==> config.mk <==
export PLATFORM = sky130hd
export DESIGN_NAME = dual_irq_vectoring
export DESIGN_NICKNAME = d
export VERILOG_FILES = /design/src/rtl/dirq_pkg.sv /design/src/rtl/dirq_ctl_reg.sv /design/src/rtl/dirq_select.sv /design/src/rtl/dual_irq_vectoring.sv
export SDC_FILE = /design/constraint.sdc
export NUM_CORES = 1
export LEC_CHECK = 0
export BUFFER_PORTS_ARGS = -buffer_cell sky130_fd_sc_hd__buf_4
export CAP_MARGIN = 20
export CORE_MARGIN = 4
export CORE_UTILIZATION = 32
export DETAILED_ROUTE_END_ITERATION = 8
export GPL_TIMING_DRIVEN = 0
export PLACE_DENSITY = 0.73
export SLEW_MARGIN = 20
export SYNTH_ARGS = -nofsm -noshare
export SYNTH_HDL_FRONTEND = slang
export SYNTH_SLANG_ARGS = --single-unit
==> constraint.sdc <==
create_clock -name clk -period 1.3 [get_ports clk]
set_clock_uncertainty 0.15 [all_clocks]
set_input_delay 0.195 -clock clk [delete_from_list [all_inputs] [get_ports clk]]
set_output_delay 0.195 -clock clk [all_outputs]
set_load 0.1 [all_outputs]
==> src/rtl/dirq_pkg.sv <==
package dirq_pkg;
  localparam int unsigned CTL_W = 8;
  localparam int unsigned B_MST = 0;
  localparam int unsigned B_UEN = 1;
  localparam int unsigned B_TEN = 2;
  localparam int unsigned B_UFL = 4;
  localparam int unsigned B_TFL = 6;

  typedef struct packed {
    logic mst;
    logic uen;
    logic ten;
    logic ufl;
    logic tfl;
  } ctl_t;

  function automatic logic [CTL_W-1:0] ctl_to_bits(ctl_t c);
    logic [CTL_W-1:0] b;
    b = '0;
    b[B_MST] = c.mst;
    b[B_UEN] = c.uen;
    b[B_TEN] = c.ten;
    b[B_UFL] = c.ufl;
    b[B_TFL] = c.tfl;
    return b;
  endfunction

  function automatic ctl_t bits_to_ctl(logic [CTL_W-1:0] b);
    ctl_t c;
    c.mst = b[B_MST];
    c.uen = b[B_UEN];
    c.ten = b[B_TEN];
    c.ufl = b[B_UFL];
    c.tfl = b[B_TFL];
    return c;
  endfunction

  function automatic logic usb_ready(ctl_t c);
    return c.uen & c.ufl;
  endfunction

  function automatic logic tmr_ready(ctl_t c);
    return c.ten & c.tfl;
  endfunction
endpackage

==> src/rtl/dirq_ctl_reg.sv <==
module dirq_ctl_reg
  import dirq_pkg::*;
(
  input  logic             clk,
  input  logic             rst_n,
  input  logic             wr_en,
  input  logic [CTL_W-1:0] wdata,
  input  logic             ret_in,
  input  logic             reti_in,
  input  logic             disp,
  input  logic             disp_usb,
  input  logic             set_usb,
  input  logic             set_tmr,
  output ctl_t             ctl_q
);
  ctl_t ctl_d;

  always_comb begin
    ctl_d = ctl_q;
    if (wr_en) ctl_d = bits_to_ctl(wdata);
    if (reti_in) ctl_d.mst = 1'b1;
    if (disp) begin
      ctl_d.mst = 1'b0;
      if (disp_usb) ctl_d.ufl = 1'b0;
      else          ctl_d.tfl = 1'b0;
    end
    if (set_usb) ctl_d.ufl = 1'b1;
    if (set_tmr) ctl_d.tfl = 1'b1;
  end

  always_ff @(posedge clk or negedge rst_n) begin
    if (!rst_n) ctl_q <= '0;
    else        ctl_q <= ctl_d;
  end


  reti_sets_mst_chk: assert property (@(posedge clk) disable iff (!rst_n)
    (reti_in && !disp) |=> ctl_q.mst);

  ret_keeps_mst_chk: assert property (@(posedge clk) disable iff (!rst_n)
    (ret_in && !reti_in && !wr_en && !disp) |=> $stable(ctl_q.mst));

  usb_flag_hold_chk: assert property (@(posedge clk) disable iff (!rst_n)
    (!wr_en && !disp && !set_usb) |=> $stable(ctl_q.ufl));

  event_wins_chk: assert property (@(posedge clk) disable iff (!rst_n)
    (set_tmr) |=> ctl_q.tfl);
endmodule

==> src/rtl/dirq_select.sv <==
module dirq_select
  import dirq_pkg::*;
#(
  parameter int unsigned         VEC_W   = 8,
  parameter logic [VEC_W-1:0]    USB_VEC = 8'h04,
  parameter logic [VEC_W-1:0]    TMR_VEC = 8'h0C
)(
  input  ctl_t             ctl,
  input  logic             strobe,
  input  logic             stack_full,
  output logic             disp,
  output logic             disp_usb,
  output logic [VEC_W-1:0] vec
);
  logic any_ready;

  always_comb begin
    any_ready = usb_ready(ctl) | tmr_ready(ctl);
    disp      = strobe & ctl.mst & ~stack_full & any_ready;
    disp_usb  = usb_ready(ctl);
    vec       = disp_usb ? USB_VEC : TMR_VEC;
  end
endmodule

==> src/rtl/dual_irq_vectoring.sv <==
module dual_irq_vectoring
  import dirq_pkg::*;
#(
  parameter int unsigned          ADDR_W   = 8,
  parameter logic [ADDR_W-1:0]    CTL_ADDR = 8'h0B,
  parameter int unsigned          VEC_W    = 8,
  parameter logic [VEC_W-1:0]     USB_VEC  = 8'h04,
  parameter logic [VEC_W-1:0]     TMR_VEC  = 8'h0C
)(
  input  logic              clk,
  input  logic              rst_n,
  input  logic              t2_strobe,
  input  logic              usb_event,
  input  logic              timer_ovf,
  input  logic              stack_full,
  input  logic              ret_exec,
  input  logic              reti_exec,
  input  logic [ADDR_W-1:0] reg_addr,
  input  logic              reg_wr,
  input  logic [CTL_W-1:0]  reg_wdata,
  output logic [CTL_W-1:0]  reg_rdata,
  output logic              irq_ack,
  output logic [VEC_W-1:0]  irq_vector
);
  ctl_t             ctl_q;
  logic             sel_hit;
  logic             disp;
  logic             disp_usb;
  logic [VEC_W-1:0] sel_vec;

  assign sel_hit   = (reg_addr == CTL_ADDR);
  assign reg_rdata = sel_hit ? ctl_to_bits(ctl_q) : '0;

  dirq_ctl_reg u_reg (
    .clk      (clk),
    .rst_n    (rst_n),
    .wr_en    (reg_wr & sel_hit),
    .wdata    (reg_wdata),
    .ret_in   (ret_exec),
    .reti_in  (reti_exec),
    .disp     (disp),
    .disp_usb (disp_usb),
    .set_usb  (usb_event),
    .set_tmr  (timer_ovf),
    .ctl_q    (ctl_q)
  );

  dirq_select #(
    .VEC_W   (VEC_W),
    .USB_VEC (USB_VEC),
    .TMR_VEC (TMR_VEC)
  ) u_sel (
    .ctl        (ctl_q),
    .strobe     (t2_strobe),
    .stack_full (stack_full),
    .disp       (disp),
    .disp_usb   (disp_usb),
    .vec        (sel_vec)
  );

  always_ff @(posedge clk or negedge rst_n) begin
    if (!rst_n) begin
      irq_ack    <= 1'b0;
      irq_vector <= '0;
    end else begin
      irq_ack <= disp;
      if (disp) irq_vector <= sel_vec;
    end
  end


  ack_gate_chk: assert property (@(posedge clk) disable iff (!rst_n)
    irq_ack |-> ($past(t2_strobe) && $past(ctl_q.mst) && !$past(stack_full)));

  ack_clears_mst_chk: assert property (@(posedge clk) disable iff (!rst_n)
    irq_ack |-> !ctl_q.mst);

  usb_first_chk: assert property (@(posedge clk) disable iff (!rst_n)
    (irq_ack && $past(ctl_q.uen && ctl_q.ufl)) |-> (irq_vector == USB_VEC));

  vec_legal_chk: assert property (@(posedge clk) disable iff (!rst_n)
    irq_ack |-> (irq_vector == USB_VEC || irq_vector == TMR_VEC));

  vec_hold_chk: assert property (@(posedge clk) disable iff (!rst_n)
    !irq_ack |-> $stable(irq_vector));
endmodule

---- Yosys cells after proc, flatten, opt, wreduce, memory -nomap -nowiden ----
Index checks and enable logic that the tools add are counted.
storage, ports and cells
  bits in registers ....................... 14
  output and inout bits ................... 17
  logic and storage cells ................. 27
cells by class
  equality and inequality tests ........... 1
  multiplexer cells ....................... 10
  bitwise operators ....................... 8
  reduce and logical (&&, ||, !) cells .... 1
operators by type and width
  cell                  count
  $eq A8 B4 Y1 const B  1
  $mux W7               1
  $and A1 B1 Y1         6
  $mux W1               6
  $mux W5               1
  $mux W4               1
  $reduce_bool A3 Y1    1
  $mux W2               1
  $not A1 Y1            1
  $or A1 B1 Y1          1

---- Depth between registers and ports, before layout ----
Gate-level depths: netlist of the first run.
  depth after elaboration ................. 6
  gate-level depth with buffers ........... 5
  mapped depth without buffers ............ 4

---- Hierarchy ----
From an unflattened synthesis of the first run, not the netlist that was laid out.
unflattened totals
  cells, all modules ...................... 68
  area, all modules ....................... 744.5 um2
modules (own cells, without submodules)
  module              times used  cells each  area an instance (um2)  seq. area each (um2)
  dual_irq_vectoring  1           37          424.2                   225.2
  dirq_ctl_reg        1           17          227.7                   125.1
  dirq_select         1           14          92.6                    0.0

---- Worst setup path after synthesis of the first run ----
OpenSTA, ideal clock, no wires.
  path kind ............................... in2out
  start point ............................. in reg_addr[5]
  end point ............................... out reg_rdata[0]
  arrival ................................. 1.644 ns
  data required time ...................... 0.955 ns
  path slack .............................. -0.689 ns
  stages .................................. 3
  buffers on the path ..................... 0
  cells stage by stage .................... or4_4 nor2_1 and2_1
on the way
  longest elaborated chain between the ends .. 2
ends and longest elaborated chain
  element          RTL line                  text
  start, declared  dual_irq_vectoring.sv:18  input logic [ADDR_W-1:0] reg_addr,
  $eq A8 B4 Y1     dual_irq_vectoring.sv:31  assign sel_hit = (reg_addr == CTL_ADDR);
  $mux W7          dual_irq_vectoring.sv:32  assign reg_rdata = sel_hit ? ctl_to_bits(ctl_q) : '0;
  end, declared    dual_irq_vectoring.sv:21  output logic [CTL_W-1:0] reg_rdata,
No other way between the ends.

---- Final worst setup path of the first run ----
  start point ............................. in reg_addr[5]
  end point ............................... out reg_rdata[6]
The elaborated chain is that of the path after synthesis.

==> out/results.md, run 1 <==
| Quantity | This run |
|:---|:---|
| Count of unresolved DRC violations after routing | 0 |
| Starting utilization of the core area | 0.354 |
| Power Density | 1080 nW/µm² |
| Die width | 46.6 µm |
| Worst Setup Slack post-DPL | -0.597 ns |
| Count of mapped cells out of synthesis | 47 |
| Sequential fraction of the synthesis area | 0.419 |
| Number of buffers on the longest clock path | 2 |
| Final GP Congestion | 0.688 |
| Multi-input combinational cell area | 258 µm² |
| Post-synthesis area per instance | 10.2 µm² |
| Post-synthesis sequential element count | 8 |
| Clock buffers created by TritonCTS | 3 |
| Leakage | 0.000464 µW |
| Netlist cell types | 20 |
| Post-detailed-route wirelength per cell | 11.0 µm |
| Number of flops mapped to enable cells by yosys | 0 |
| Library cell with the highest instance count after synthesis | buf_4 |
| Library cell occupying the most area in the post-synthesis netlist | dfrtp_1 |
| Via density | 4.17 |
| Maximum number of pins on one net before global-route repair | 9 |
| Number of nets still failing antenna checks after routing | 0 |
| Starting DRT DRC Count | 6 |
| Top post-synthesis cells by count | 9 x buf_4, 8 x dfrtp_1, 5 x and2_1, 3 x nor2_1, 3 x o21bai_1 |
| Placeable Area | 1350 µm² |
| Total Routing Usage GR | 0.128 |
| Pre-Repair DR Iteration Count | 3 |
| Filler cell count | 113 |
| Sum of overflow across all layers after global routing | 0 |
| Antenna violations before repair | 0 |
| Share of Yosys cell area claimed by the top area cell type | 0.419 |
| Via count | 434 |
| Total power of the final layout | 970 µW |
| Post-layout nets | 116 |
| Final max-slew violation count | 0 |
| Largest voltage drop on the vdd net | 0.000548 V |
| Maximum clock frequency | 600 MHz |
| Final total negative setup slack | -3.08 ns |
| # IOs | 42 |
| Number of warnings issued by yosys | 0 |
| Class of the most critical hold timing path | in2reg |
| Final worst path period need | 1.67 ns |
| Clock latency on the worst-skew pair | 0.25 ns |
| Synthesis-to-layout area growth | 88.0% |
| Total clock sinks | 8 |
| Detailed Route WL | 1.15 mm |
| Crit. End Element | output port |
| Half-perimeter wire length after detailed placement | 905 µm |
| Period utilization | 1.28 |
| Cell Rows | 13 |
| Clock tree from TritonCTS | yes |
| Type of element launching the critical path | primary input |
| Run status | finished, violations left |
| Number of diodes added for antenna fixing | 0 |
| Count of buffers inserted at the top-level ports | 28 |
| Critical Path Fanout Max | 5 |
| Number of global-route vias before repair | 436 |
| Die Span Y | 46.6 µm |
| Clock root buffer | clkbuf_4 |
| Final setup violation count | 10 |
| Worst Path Arrival | 1.32 ns |
| Predominant post-synthesis flop cell | dfrtp_1 |
| Required time of the critical path | 0.95 ns |
| Max-cap violation count | 0 |
| Failing checks | negative setup slack |
| Final hold violation count | 0 |
| Top area cells in the synthesized netlist | dfrtp_1 42%, buf_4 14%, and2_1 6.5%, mux2_4 6.3%, o21bai_1 4.7% |
| Min setup slack post-route | -0.367 ns |
| Netlist area before placement | 478 µm² |
| Clk slew on worst S/H paths | 0.05 ns |
| Count of H-tree levels built during CTS | 1 |
| Proportion of register bits with asynchronous set or reset after synthesis | 1.00 |
| Die area | 2180 µm² |
| Flop-to-flop setup slack | 0.12 ns |
| RSZ-0062 raised after global routing | true |
| Share of cells above drive strength 1 | 0.629 |
| Critical Setup Path Class | in2out |
| First-pass GRT wire length | 1.84 mm |
| Total area of sequential cells | 203 µm² |
[kinds of logic after synthesis]
kind of cell	count (synthesis)	synth area share
AO/OA/AOI/OAI	5	0.0733
multiplexers	4	0.105
AND/OR/NAND/NOR	17	0.215
buffers and inverters	12	0.181
other	1	0.00785
flip-flops	8	0.419
[power breakdown]
part / total, µW / leakage (µW) / switching [µW] / internal (µW)
Clock: 186 / 0.0000138 / 80.9 / 105
Sequential: 302 / 0.0000892 / 16.5 / 285
Combinational: 482 / 0.000361 / 357 / 125
Total: 970 / 0.000464 / 454 / 516
[flip-flops by register name (all words and copies together), names as in the netlist]
name	cells
u_reg.ctl_q	5
irq_vector	2
irq_ack	1
[metrics by stage]
stage	util	area, µm²	hold slack, ns	instances
after floorplan	-	518	-0.251	55
after global placement	0.553	747	-0.132	98
after detailed placement	0.553	747	-0.134	98
after CTS	0.654	883	0.0151	104
after global routing	0.665	898	0.00280	104
final	0.665	898	0.0228	104
[placed cells by master, fill, tap and decap left out, drive strengths merged]
cell         count
a211oi           1
a21oi            1
and2             5
buf             38
clkbuf           3
conb             9
dfrtp            8
dlygate4sd3      3
inv              2
mux2             2
mux2i            2
nand2            2
nand3b           1
nand4b           1
nor2             3
nor3             1
nor3b            1
o21bai           3
or2              1
or3              1
or4              1
[critical path, stage by stage]
cell and delay [ns]:
buf_6 0.09, or4_4 0.54, nor2_4 0.14, and2_2 0.19, buf_12 0.17
[path summary, 6_finish.rpt]
| kind | depth (start not counted) | endpoint | start |
|---|---|---|---|
| min in group asynchronous | 2 | u_reg.ctl_q[3] | rst_n |
| hold / removal | 2 | u_reg.ctl_q[3] | reg_wdata[1] |
| hold reg to reg | 1 | irq_vector[2] | irq_vector[2] |
| setup / recovery | 5 | reg_rdata[6] | reg_addr[5] |
| setup reg to reg | 3 | irq_vector[3] | u_reg.ctl_q[4] |
| max in group asynchronous | 2 | irq_vector[3] | rst_n |
[final cells by class]
type                            instances  area share
Timing Repair Buffer                   31       0.345
Multi-Input combinational cell         35       0.287
Sequential cell                         8       0.226
Buffer                                 10      0.0877
Clock buffer                            3      0.0251
Tap cell                               15      0.0209
Inverter                                2     0.00836
[layer usage]
metal  share of wire  track usage
met1            0.37        0.138
met2            0.49        0.214
met3            0.13       0.0625
met4          0.0087       0.0497
met5               0            0
[repair_timing]
action                                  4_1_cts  5_1_grt
buffers inserted                              0        0
pin swaps                                     2        0
endpoints found under the hold margin        10        0
gates resized for setup                      21        3
cloned                                        0        0
endpoints found under the setup margin       10       10
hold buffers                                  3        0
No activity file was read; power rests on OpenSTA's default activity.
==> run 2: changes to the inputs <==
Settings changed: TNS_END_PERCENT from default to 30.
==> run 2 against run 1 <==
The flow still finishes with violations (negative setup slack); global-route usage up 0.73 points; die area is the same; cell area down 0.97%; highest routed layer unchanged; fmax fell by 1.5%; critical path type unchanged.
==> out/results.md, run 2 (synthesis gave the netlist of run 1 again) <==
| Quantity | This run | Delta |
|:---|:---|:---|
| Final GP Congestion | 0.685 | -0.45% |
| Filler cell count | 115 | +1.8% |
| Worst Path Arrival | 1.35 ns | +0.03 ns |
| Die width | 46.6 µm | unchanged |
| Largest voltage drop on the vdd net | 0.000684 V | +25% |
| Maximum clock frequency | 591 MHz | -1.5% |
| Combinational Power Share | 0.497 | about the same |
| Final hold violation count | 0 | unchanged |
| Via density | 4.43 | +6.2% |
| Tightest hold margin | 0.0177 ns | -0.00507 ns |
| First-pass GRT wire length | 1.89 mm | +3.0% |
| Cell Int Power | 511 µW | -0.91% |
| Pre-Repair DR Iteration Count | 2 | -1 |
| Run status | finished, violations left |  |
| Die Span Y | 46.6 µm | unchanged |
| Number of global-route vias before repair | 453 | +3.9% |
| Post-layout nets | 116 | unchanged |
| Clock tree from TritonCTS | yes |  |
| Number of buffers on the longest clock path | 2 | unchanged |
| Post-detailed-route wirelength per cell | 11.7 µm | +6.4% |
| Starting DRT DRC Count | 1 | -5 |
| Count of buffers inserted at the top-level ports | 28 | unchanged |
| Post-CTS Setup Inserts | 0 | unchanged |
| Critical Path Fanout Max | 5 | unchanged |
| Class of the most critical hold timing path | in2reg |  |
| Top register by number of flip-flops | u_reg.ctl_q |  |
| Via count | 461 | +6.2% |
| Clk slew on worst S/H paths | 0.05 ns | about the same |
| Sequential share of power | 0.306 | -0.005 |
| Detailed Route WL | 1.22 mm | +6.4% |
| Type of element launching the critical path | primary input |  |
| Count of H-tree levels built during CTS | 1 | unchanged |
| Antenna violations before repair | 0 | unchanged |
| RSZ-0062 raised after global routing | true |  |
| Clock root buffer | clkbuf_4 |  |
| Power Density | 1090 nW/µm² | +1.2% |
| Synthesis-to-layout area growth | 86.1% |  |
| Final max-slew violation count | 0 | unchanged |
| Share of total power in the clock network | 0.198 | +0.006 |
| Largest regs | u_reg.ctl_q x5, irq_vector x2, irq_ack x1 |  |
| Clock buffers created by TritonCTS | 3 | unchanged |
| Placeable Area | 1350 µm² | unchanged |
| Max-cap violation count | 0 | unchanged |
| Most common library cell in the layout ignoring fill and taps | buf_4 |  |
| Number of nets still failing antenna checks after routing | 0 | unchanged |
| Critical Setup Path Class | in2out |  |
| Count of unresolved DRC violations after routing | 0 | unchanged |
| Share of cells above drive strength 1 | 0.607 | -0.0225 |
| Leakage | 0.000464 µW | about the same |
| # IOs | 42 | unchanged |
| Crit. End Element | output port |  |
| Number of diodes added for antenna fixing | 0 | unchanged |
| Period utilization | 1.30 | +0.0190 |
| Sum of overflow across all layers after global routing | 0 | unchanged |
| Final worst path period need | 1.69 ns | +0.0247 ns |
| Required time of the critical path | 0.95 ns | about the same |
| Failing checks | negative setup slack |  |
| Final setup violation count | 10 | unchanged |
| Cell Rows | 13 | unchanged |
| Min setup slack post-route | -0.392 ns | -0.0247 ns |
| Die area | 2180 µm² | unchanged |
| Maximum number of pins on one net before global-route repair | 9 | unchanged |
| Flip-flop count of the largest register after layout | 5 | unchanged |
| Switching power | 461 µW | +1.5% |
| Fraction of power spent switching nets | 0.474 | +0.00609 |
| Number of placed cells counting well taps | 98 | unchanged |
| Total Routing Usage GR | 0.135 | +0.00727 |
| Non-filler instance count after layout | 104 | unchanged |
| Highest-count cells in the layout ignoring fill and taps | 30 x buf_4, 9 x conb_1, 8 x dfrtp_1 |  |
| Clock latency on the worst-skew pair | 0.26 ns | about the same |
| Total clock sinks | 8 | unchanged |
| Half-perimeter wire length after detailed placement | 926 µm | +2.3% |
| Starting utilization of the core area | 0.354 | unchanged |
-- run 2: cell type report --
type | count | area, µm² | share of cell area
plain buffers | 10 | 78.8 | 0.0886
repair buffers | 31 | 310 | 0.349
multi-input cells | 35 | 251 | 0.283
clock buffers | 3 | 22.5 | 0.0253
flip-flops and latches | 8 | 200 | 0.225
inverters | 2 | 7.51 | 0.00844
well taps | 15 | 18.8 | 0.0211
-- run 2: power groups by stage --
stage	combinational (µW)	sequential, µW	clock (µW)
2_1_floorplan	175	491	0
3_3_place_gp	466	301	0
3_5_place_dp	468	302	0
4_1_cts	481	298	205
5_1_grt	500	302	214
6_report	483	297	192
-- run 2: final timing paths --
check                                from              to  slack [ns]  depth (start not counted)
max                           reg_addr[5]    reg_rdata[0]       -0.39                          5
min                          reg_wdata[1]  u_reg.ctl_q[3]        0.02                          2
max reg2reg                u_reg.ctl_q[4]   irq_vector[2]        0.12                          3
min reg2reg                 irq_vector[2]   irq_vector[2]        0.33                          1
max in group asynchronous           rst_n  u_reg.ctl_q[1]        0.73                          2
min in group asynchronous           rst_n  u_reg.ctl_q[4]        0.14                          2
-- run 2: what timing repair did --
action                                  in CTS  in global routing
hold endpoints to repair                    10                  0
resized for setup                           21                  2
pin swaps                                    2                  1
endpoints found under the setup margin      10                 11
hold buffers                                 3                  0
gates cloned                                 0                  0
-- run 2: layer usage --
layer	share of wire	GRT usage
met1	0.35	0.131
met2	0.54	0.242
met3	0.099	0.0586
met4	0.015	0.0663
met5	0	0
-- run 2: per-stage QoR --
| step | utilization | setup TNS [ns] | total power [µW] | worst slack (ns) | cell area [µm²] |
|---|---|---|---|---|---|
| 6_report | 0.659 | -3.15 | 973 | -0.392 | 890 |
| 3_3_place_gp | 0.551 | -5.52 | 767 | -0.594 | 744 |
| 5_1_grt | 0.659 | -3.60 | 1020 | -0.433 | 890 |
| 4_1_cts | 0.652 | -3.02 | 984 | -0.377 | 881 |
| 2_1_floorplan | - | -3.98 | 666 | -0.426 | 515 |
| 3_5_place_dp | 0.551 | -5.57 | 770 | -0.600 | 744 |
-- run 2: worst max-delay path, stage by stage --
cell and delay [ns]:
buf_6 0.09, or4_4 0.55, nor2_4 0.14, and2_2 0.19, buf_12 0.17
==> run 3: changes to the inputs <==
Settings changed: CORE_UTILIZATION 32 to 30, PLACE_DENSITY 0.73 to 0.69, SLEW_MARGIN 20 to default.
==> run 3 against run 2 <==
The run still ends with negative setup slack left; sequential power barely moved; cell area fell by 0.84%; clock power fell by 5%; utilization fell by 7.3 points; fmax rose by 2.2%; worst hold slack improved by 0.0094 ns; routed wire length fell by 2.3%; via count fell by 5.4%; non-clock buffer count did not move; critical path type unchanged; highest routed layer is now met3.
==> out/results.md, run 3 (synthesis gave the netlist of run 1 again) <==
| Quantity | This run | Delta |
|:---|:---|:---|
| Flip-flop count of the largest register after layout | 5 | unchanged |
| Starting DRT DRC Count | 0 | -1 |
| Final max-slew violation count | 0 | unchanged |
| Total clock sinks | 8 | unchanged |
| Post-layout nets | 116 | unchanged |
| Maximum number of pins on one net before global-route repair | 9 | unchanged |
| Number of diodes added for antenna fixing | 0 | unchanged |
| Number of placed cells counting well taps | 99 | +1.0% |
| Number of buffers on the longest clock path | 2 | unchanged |
| Post-CTS Setup Inserts | 0 | unchanged |
| Pre-Repair DR Iteration Count | 1 | -1 |
| Clock latency on the worst-skew pair | 0.25 ns | about the same |
| Placement Cell Area | 746 µm² | +0.17% |
| Cell area after layout | 882 µm² | -0.84% |
| Final hold violation count | 0 | unchanged |
| Leakage | 0.000462 µW | -0.40% |
| Detailed Route WL | 1.19 mm | -2.3% |
| Most common library cell in the layout ignoring fill and taps | buf_4 |  |
| Final worst path period need | 1.66 ns | -0.0368 ns |
| Clock tree from TritonCTS | yes |  |
| Count of unresolved DRC violations after routing | 0 | unchanged |
| Min setup slack post-route | -0.355 ns | +0.0368 ns |
| Required time of the critical path | 0.95 ns | about the same |
| Total power of the final layout | 960 µW | -1.3% |
| Type of element launching the critical path | primary input |  |
| Cell Rows | 14 | +1 |
| Die width | 47.9 µm | +2.7% |
| Clk slew on worst S/H paths | 0.05 ns | about the same |
| Critical Path, Cell by Cell | buf_6 > or4_4 > nor2_4 > and2_2 > buf_12 |  |
| Half-perimeter wire length after detailed placement | 879 µm | -5.0% |
| Largest regs | u_reg.ctl_q x5, irq_vector x2, irq_ack x1 |  |
| Critical Path Fanout Max | 5 | unchanged |
| Die Span Y | 47.9 µm | +2.7% |
| Failing checks | negative setup slack |  |
| Sum of overflow across all layers after global routing | 0 | unchanged |
| # IOs | 42 | unchanged |
| Count of H-tree levels built during CTS | 1 | unchanged |
| Crit. End Element | output port |  |
| Synthesis-to-layout area growth | 84.6% |  |
| Share of cells above drive strength 1 | 0.584 | -0.0225 |
| Total Routing Usage GR | 0.116 | -0.0192 |
| Via density | 4.15 | -6.3% |
| Highest-count cells in the layout ignoring fill and taps | 30 x buf_4, 9 x conb_1, 8 x dfrtp_1 |  |
| Via count | 436 | -5.4% |
| Run status | finished, violations left |  |
| Starting utilization of the core area | 0.317 | -0.0368 |
| Cell type of the slowest stage on the worst timing path | or4_4 |  |
| Filler cell count | 146 | +27% |
| Class of the most critical hold timing path | in2reg |  |
| First-pass GRT wire length | 1.75 mm | -7.7% |
| Antenna violations before repair | 0 | unchanged |
| Final GP Congestion | 0.694 | +1.3% |
| Post-detailed-route wirelength per cell | 11.4 µm | -3.2% |
| Worst Path Arrival | 1.31 ns | -0.04 ns |
| Largest incremental delay on the critical path | 0.54 ns | about the same |
| Worst Setup Slack post-DPL | -0.567 ns | +0.0332 ns |
| Period utilization | 1.27 | -0.0283 |
| Power Density | 1090 nW/µm² | -0.45% |
| Final total negative setup slack | -3.08 ns | +0.0676 ns |
| Non-filler instance count after layout | 105 | +0.96% |
| Critical Setup Path Class | in2out |  |
| Maximum clock frequency | 604 MHz | +2.2% |
| Clock buffers created by TritonCTS | 3 | unchanged |
| Largest voltage drop on the vdd net | 0.000621 V | -9.2% |
| Placeable Area | 1510 µm² | +12% |
| Number of nets still failing antenna checks after routing | 0 | unchanged |
| Max-cap violation count | 0 | unchanged |
| Die area | 2300 µm² | +5.5% |
| Clock root buffer | clkbuf_4 |  |
| Top register by number of flip-flops | u_reg.ctl_q |  |
| Final setup violation count | 10 | unchanged |
| Count of buffers inserted at the top-level ports | 28 | unchanged |
| RSZ-0062 raised after global routing | true |  |
| Number of global-route vias before repair | 410 | -9.5% |
[run 3: cell types whose count changed in the layout (fill, tap and decap cells not counted)]
cell,before,now
nor3b_2,1,0
a21oi_2,1,0
a21oi_1,0,1
nor3b_1,0,1
[run 3: metrics by stage]
step,hold WS [ns],utilization
floorplan,-0.251,-
global placement,-0.133,0.495
detailed placement,-0.133,0.495
CTS,0.0197,0.586
global route,0.00862,0.586
finish,0.0271,0.586
[run 3: worst max-delay path: cells and delay by family]
| family | cells | cell delay (ns) |
|---|---|---|
| buf+inv | 2 | 0.26 |
| simple gates | 3 | 0.85 |
[run 3: final timing paths]
path / from / slack [ns] / depth (start not counted) / endpoint
min: reg_wdata[1] / 0.03 / 2 / u_reg.ctl_q[3]
min reg2reg: irq_vector[2] / 0.32 / 1 / irq_vector[2]
max reg2reg: u_reg.ctl_q[4] / 0.12 / 3 / irq_vector[2]
min in group asynchronous: rst_n / 0.15 / 2 / u_reg.ctl_q[3]
max: reg_addr[5] / -0.36 / 5 / reg_rdata[6]
max in group asynchronous: rst_n / 0.72 / 2 / irq_vector[2]
[run 3: repair_timing]
item / 4_1_cts / 5_1_grt
endpoints found under the setup margin: 10 / 10
endpoints found under the hold margin: 10 / 0
hold buffers: 3 / 0
pin swaps: 1 / 0
resized for setup: 21 / 0
gates cloned: 0 / 0
[run 3: layout make-up]
class	count	area, µm²	share of cell area
timing repair buffer	31	310	0.352
multi-input combinational	35	243	0.275
sequential	8	200	0.227
buffer	10	78.8	0.0894
clock buffer	3	22.5	0.0255
tap	16	20.0	0.0227
inverter	2	7.51	0.00851
[run 3: report_power, final]
part,internal [µW],switching (µW),total (µW)
registers,281,16.6,298
clock network,105,77.3,182
logic,124,356,480
total,510,450,960
[run 3: per-layer routing]
| layer | routed length [µm] | part of all wire | up-vias | GRT usage |
|---|---|---|---|---|
| li1 | - | - | 222 | - |
| met1 | 395 | 0.33 | 190 | 0.116 |
| met2 | 634 | 0.53 | 24 | 0.216 |
| met3 | 162 | 0.14 | 0 | 0.0602 |
| met4 | 0 | 0 | 0 | 0.0161 |
| met5 | 0 | 0 | - | 0 |
